File: src/rtl/lane_write_pkg.sv
package lane_write_pkg;
  parameter int unsigned LANES = 2;

  typedef enum logic [2:0] {
    CK_HOLD,
    CK_CONT,
    CK_CTRL,
    CK_PROC,
    CK_DESEL
  } cyc_kind_e;

  typedef struct packed {
    logic [LANES-1:0] capture;
    logic             readValid;
    logic             wrNow;
  } lane_strobe_t;
endpackage

File: src/rtl/lane_write_decode.sv
module lane_write_decode
  import lane_write_pkg::*;
(
  input  logic             clk,
  input  logic             rstN,
  input  logic             gwN,
  input  logic             bweN,
  input  logic [LANES-1:0] bwN,
  input  logic             cycProc,
  input  logic             cycCtrl,
  input  logic             cycCont,
  input  logic             cycDesel,
  output lane_strobe_t     strobes
);
  cyc_kind_e        kind;
  logic [LANES-1:0] laneReq;
  logic [LANES-1:0] capture;
  logic             eligible;
  logic             wrDet;
  logic             selQ;
  logic             readQ;
  logic             maskQ;

  always_comb begin
    if (cycDesel)     kind = CK_DESEL;
    else if (cycProc) kind = CK_PROC;
    else if (cycCtrl) kind = CK_CTRL;
    else if (cycCont) kind = CK_CONT;
    else              kind = CK_HOLD;
  end

  for (genvar g = 0; g < LANES; g++) begin : g_lane
    assign laneReq[g] = ~gwN | (~bweN & ~bwN[g]);
  end

  assign eligible = (kind == CK_CTRL) |
                    (((kind == CK_CONT) | (kind == CK_HOLD)) & selQ);
  assign capture  = eligible ? laneReq : '0;
  assign wrDet    = |capture;

  always_ff @(posedge clk or negedge rstN) begin
    if (!rstN) begin
      selQ  <= 1'b0;
      readQ <= 1'b0;
      maskQ <= 1'b0;
    end else begin
      unique case (kind)
        CK_DESEL: begin
          selQ  <= 1'b0;
          readQ <= 1'b0;
          maskQ <= 1'b0;
        end
        CK_PROC: begin
          selQ  <= 1'b1;
          readQ <= 1'b1;
          maskQ <= ~selQ;
        end
        CK_CTRL: begin
          selQ  <= 1'b1;
          readQ <= ~wrDet;
          maskQ <= ~wrDet & ~selQ;
        end
        CK_CONT: begin
          readQ <= selQ & ~wrDet;
          maskQ <= 1'b0;
        end
        default: begin
          if (wrDet) readQ <= 1'b0;
          maskQ <= 1'b0;
        end
      endcase
    end
  end

  always_comb begin
    strobes.capture   = capture;
    strobes.readValid = readQ & ~maskQ;
    strobes.wrNow     = wrDet;
  end
endmodule

File: src/rtl/lane_write_datapath.sv
module lane_write_datapath
  import lane_write_pkg::*;
#(
  parameter int unsigned LANE_W = 9,
  localparam int unsigned DATA_W = LANES * LANE_W
) (
  input  logic              clk,
  input  logic              rstN,
  input  lane_strobe_t      strobes,
  input  logic              oeN,
  input  logic [DATA_W-1:0] dqIn,
  output logic [LANES-1:0]  wrStrobe,
  output logic [DATA_W-1:0] wrData,
  output logic [LANES-1:0]  dinEn,
  output logic              driveEn
);
  assign dinEn   = strobes.capture;
  assign driveEn = strobes.readValid & ~strobes.wrNow & ~oeN;

  always_ff @(posedge clk or negedge rstN) begin
    if (!rstN) wrStrobe <= '0;
    else       wrStrobe <= strobes.capture;
  end

  for (genvar g = 0; g < LANES; g++) begin : g_data
    always_ff @(posedge clk or negedge rstN) begin
      if (!rstN)
        wrData[g*LANE_W +: LANE_W] <= '0;
      else if (strobes.capture[g])
        wrData[g*LANE_W +: LANE_W] <= dqIn[g*LANE_W +: LANE_W];
    end
  end
endmodule

File: src/rtl/lane_write_ctrl.sv
module lane_write_ctrl
  import lane_write_pkg::*;
#(
  parameter int unsigned LANE_W = 9,
  localparam int unsigned DATA_W = LANES * LANE_W
) (
  input  logic              clk,
  input  logic              rstN,
  input  logic              gwN,
  input  logic              bweN,
  input  logic [LANES-1:0]  bwN,
  input  logic              oeN,
  input  logic              cycProc,
  input  logic              cycCtrl,
  input  logic              cycCont,
  input  logic              cycDesel,
  input  logic [DATA_W-1:0] dqIn,
  output logic [LANES-1:0]  wrStrobe,
  output logic [DATA_W-1:0] wrData,
  output logic [LANES-1:0]  dinEn,
  output logic              driveEn
);
  lane_strobe_t strobes;

  lane_write_decode u_decode (
    .clk(clk), .rstN(rstN), .gwN(gwN), .bweN(bweN), .bwN(bwN),
    .cycProc(cycProc), .cycCtrl(cycCtrl), .cycCont(cycCont),
    .cycDesel(cycDesel), .strobes(strobes)
  );

  lane_write_datapath #(.LANE_W(LANE_W)) u_datapath (
    .clk(clk), .rstN(rstN), .strobes(strobes), .oeN(oeN), .dqIn(dqIn),
    .wrStrobe(wrStrobe), .wrData(wrData), .dinEn(dinEn), .driveEn(driveEn)
  );
endmodule

File: config.mk
export PLATFORM = sky130hd
export DESIGN_NAME = lane_write_ctrl
export DESIGN_NICKNAME = d
export VERILOG_FILES = /design/src/rtl/lane_write_pkg.sv /design/src/rtl/lane_write_decode.sv /design/src/rtl/lane_write_datapath.sv /design/src/rtl/lane_write_ctrl.sv
export SDC_FILE = /design/constraint.sdc
export NUM_CORES = 1
export LEC_CHECK = 0
export ABC_AREA = 1
export CAP_MARGIN = 0
export CELL_PAD_IN_SITES_DETAIL_PLACEMENT = 1
export CELL_PAD_IN_SITES_GLOBAL_PLACEMENT = 1
export CORE_UTILIZATION = 29
export CTS_BUF_LIST = sky130_fd_sc_hd__clkbuf_16
export CTS_CLUSTER_DIAMETER = 100
export DETAILED_ROUTE_END_ITERATION = 8
export HOLD_SLACK_MARGIN = 0.1
export PLACE_DENSITY_LB_ADDON = 0.1
export SYNTH_ARGS = -nofsm -noshare
export SYNTH_HDL_FRONTEND = slang
export SYNTH_SLANG_ARGS = --single-unit
File: constraint.sdc
create_clock -name clk -period 1.55 [get_ports clk]
set_clock_uncertainty 0.1 [all_clocks]
set_input_delay 0.3875 -clock clk [delete_from_list [all_inputs] [get_ports clk]]
set_output_delay 0.3875 -clock clk [all_outputs]
set_load 0.02 [all_outputs]
==> key figures <==
Run status
  • Run status: finished with violations
  • Violated checks: setup timing

Timing
  • Pins Over Slew Limit: 0
  • Final hold violations: 0
  • Worst Tran Pin Value: 0.297 ns
  • RSZ-0062 raised after global routing: true
  • Setup violations, final: 3
  • Final Cycle Share: 110%
  • Fin Hold WS: 0.389 ns
  • Slew HR: 80.2%
  • Fmax: 586 MHz
  • Final worst slack: -0.158 ns
  • Tmin final: 1.71 ns

Synth
  • Yosys reg bits: 23
  • Sequential-to-total area share from yosys stat: 52.6%
  • Asr flop ratio synth: 100%
  • Syn. warnings: 0
  • Yosys cell types: 15
  • Synthesized area: 1090 um2
  • Ranking of synthesized cells by area: dfrtp_1 53%, nand2_2 21%, nand2_1 7.6%
  • Avg Inst Size Synth: 10.0 um2
  • Synth top area share: 52.6%
  • Synth cell count leaders: 37 x nand2_2, 23 x dfrtp_1, 22 x nand2_1
  • Synth area leader: dfrtp_1
  • Syn Inst Count: 109
  • Number of enable flip-flop cells after synthesis: 0
  • Synthesized Nets: 138
  • Top FF cell, synth: dfrtp_1
  • Most numerous cell in the Yosys netlist: nand2_2

Worst hold path
  • Hold Path Class: flip-flop to flip-flop
  • Min-Delay Endpoint: u_datapath.wrData[9]
  • Hold_sp: u_datapath.wrData[9]
  • Worst Hold Depth: 2

Route
  • 1st-iter DRT viols: 8
  • Detailed Route WL: 2980 um
  • DRC violations left: 0
  • Vias/cell: 4.34
  • DRT antenna net count: 0
  • Total number of vias: 1,003
  • DR WL/cell: 12.9 um
  • Drt pass-1 iters: 4

Global routing
  • All-Layer GR Usage: 16.0%
  • Vias in the first global route: 1,146
  • Global-route wire length before repair: 5050 um
  • Overflow after GRT: 0
  • Maximum number of pins on one net before global-route repair: 24
  • Initial antenna violation count: 0

Power and ir drop
  • Pleak: 0.982 nW
  • Logic pwr share: 34.2%
  • Switching Share: 31.9%
  • Tot Pwr: 2.01 mW
  • P per Cell Area: 1030 nW/um2
  • Int Pwr: 1.37 mW
  • Switch Pwr: 0.640 mW
  • Sequential power share: 38.7%
  • VDD IR-drop max: 0.551 mV
  • Clock power share: 27.1%

CTS
  • Skew-Pair Late Insertion Delay: 0.25 ns
  • CTS H-tree depth: 1
  • Hold_buf cts: 0
  • CTS tree: built
  • Clock root cell: clkbuf_16
  • Sink Count: 23
  • CTS clk-pin slew, worst paths: 0.06 ns
  • Num CTS Buffers: 3
  • Bufs on Longest Clock Path: 2

Worst setup path
  • Length in cells of the worst reg-to-reg path: 8
  • FF-to-FF setup slack: 0.07 ns
  • Critical-path cell with the highest stage delay: dlygate4sd2_1
  • CP max stage delay: 0.26 ns
  • Worst setup EP type: output port
  • Type of origin of the critical path: primary input
  • RR Endpoint: u_decode.maskQ
  • Critical Path RT: 1.06 ns
  • Crit Path Class: primary input to output port
  • FF-to-FF Start: u_decode.selQ
  • Cell mode on critical path: o21ai_4
  • Worst Path Arrival: 1.22 ns
  • CP cell instances: dlygate4sd2_1, o21ai_4, o21ai_4, nand3_2, inv_2, buf_6
  • CP Max Fanout: 2

Floorplan
  • Die height: 63.4 um
  • Initial Utilization: 31.5%
  • Die area: 4020 um2
  • Core ar.: 3470 um2
  • Die width: 63.4 um
  • Rows: 21
  • IO Pins: 52

Placed design
  • GP Congestion: 0.788
  • IO Port Bufs: 51
  • Placed Cells: 216
  • Hpwl dp: 2180 um

Job
  • Max Cap Viol: 0

Final layout
  • Area delta synth->final: 77.5%
  • Seq. cell area: 576 um2
  • Nets@finish: 215
  • Share of layout cells above drive strength 1: 45.4%
  • Area occupied by multi-input gates: 534 um2
  • Diodes inserted: 0
  • Post-route insts no fill: 231
  • # fillers: 409
-- power by group through the flow --
stage                     clock (mW)  sequential [mW]  combinational, mW
after floorplan                    0            0.924              0.205
after global placement             0            0.786              0.718
after detailed placement           0            0.790              0.737
after CTS                      0.556            0.779              0.682
after global routing           0.586            0.795              0.744
final                          0.543            0.777              0.687
-- sequential cells by signal, summed over array words and instances, names as in the netlist --
signal	cells
u_datapath.wrStrobe	2
u_decode.maskQ	1
u_decode.readQ	1
u_decode.selQ	1
u_datapath.wrData	18
-- cell families after synthesis --
kind of cell           synth area share (%)
AND/OR/NAND/NOR                        38.7
AO/OA/AOI/OAI                          3.66
buffers and inverters                  5.03
flip-flops                             52.6
-- layer usage --
metal | vias up | wire length, um | GRT usage [%]
met5 | - | 0 | 0
met4 | 0 | 42 | 6.53
met3 | 4 | 143 | 3.62
met2 | 24 | 1720 | 29.7
met1 | 490 | 1070 | 17.3
li1 | 485 | - | -
-- repair_timing --
action / 4_1_cts / 5_1_grt
cloned: 0 / 0
endpoints found under the setup margin: 45 / 3
pin swaps: 8 / 5
buffers inserted: 6 / 5
gates resized for setup: 70 / 6
-- cell usage in the layout (no fill, tap or decap), drive strengths merged --
cell type / synthesis / routed
a21oi: 1 / 1
buf: 0 / 28
clkbuf: 0 / 4
clkdlybuf4s15: 0 / 1
clkdlybuf4s50: 0 / 20
clkinv: 2 / 2
dfrtp: 23 / 23
dlygate4sd2: 0 / 22
inv: 6 / 7
nand2: 62 / 62
nand3: 4 / 4
nand3b: 1 / 1
nand4: 1 / 1
nor2: 5 / 5
o21ai: 4 / 4
-- worst max path at each step --
stage | from | to | slack [ns]
after floorplan | cycCtrl | driveEn | 0.02
after detailed placement | cycCtrl | driveEn | -1.11
after global placement | cycCtrl | dinEn[0] | -1.06
after global routing | cycCtrl | driveEn | -0.22
final | bwN[1] | driveEn | -0.16
after CTS | cycProc | driveEn | -0.18
-- through the flow --
stage | setup TNS (ns) | setup slack [ns] | area (um2) | utilization, %
final | -0.311 | -0.158 | 1940 | 56.0
after CTS | -0.370 | -0.175 | 1880 | 54.1
after global placement | -12.85 | -1.06 | 1750 | 50.4
after global routing | -0.541 | -0.222 | 1940 | 56.0
after detailed placement | -14.18 | -1.11 | 1750 | 50.4
after floorplan | 0 | 0.0204 | 1110 | -
-- critical path: cells and delay by family --
kind	cells	cell delay (ns)
AOI/OAI and AO/OA	2	0.35
buffers and inverters	3	0.42
and+or+nand+nor	1	0.07
-- layout make-up --
type,count,share of cell area (%)
Clock buffer,3,3.87
Clock inverter,1,0.193
Inverter,8,2.84
Multi-Input combinational cell,78,27.5
Sequential cell,23,29.7
Tap cell,46,2.97
Timing Repair Buffer,72,32.9
Note: power is estimated with default switching activity, not from simulation.
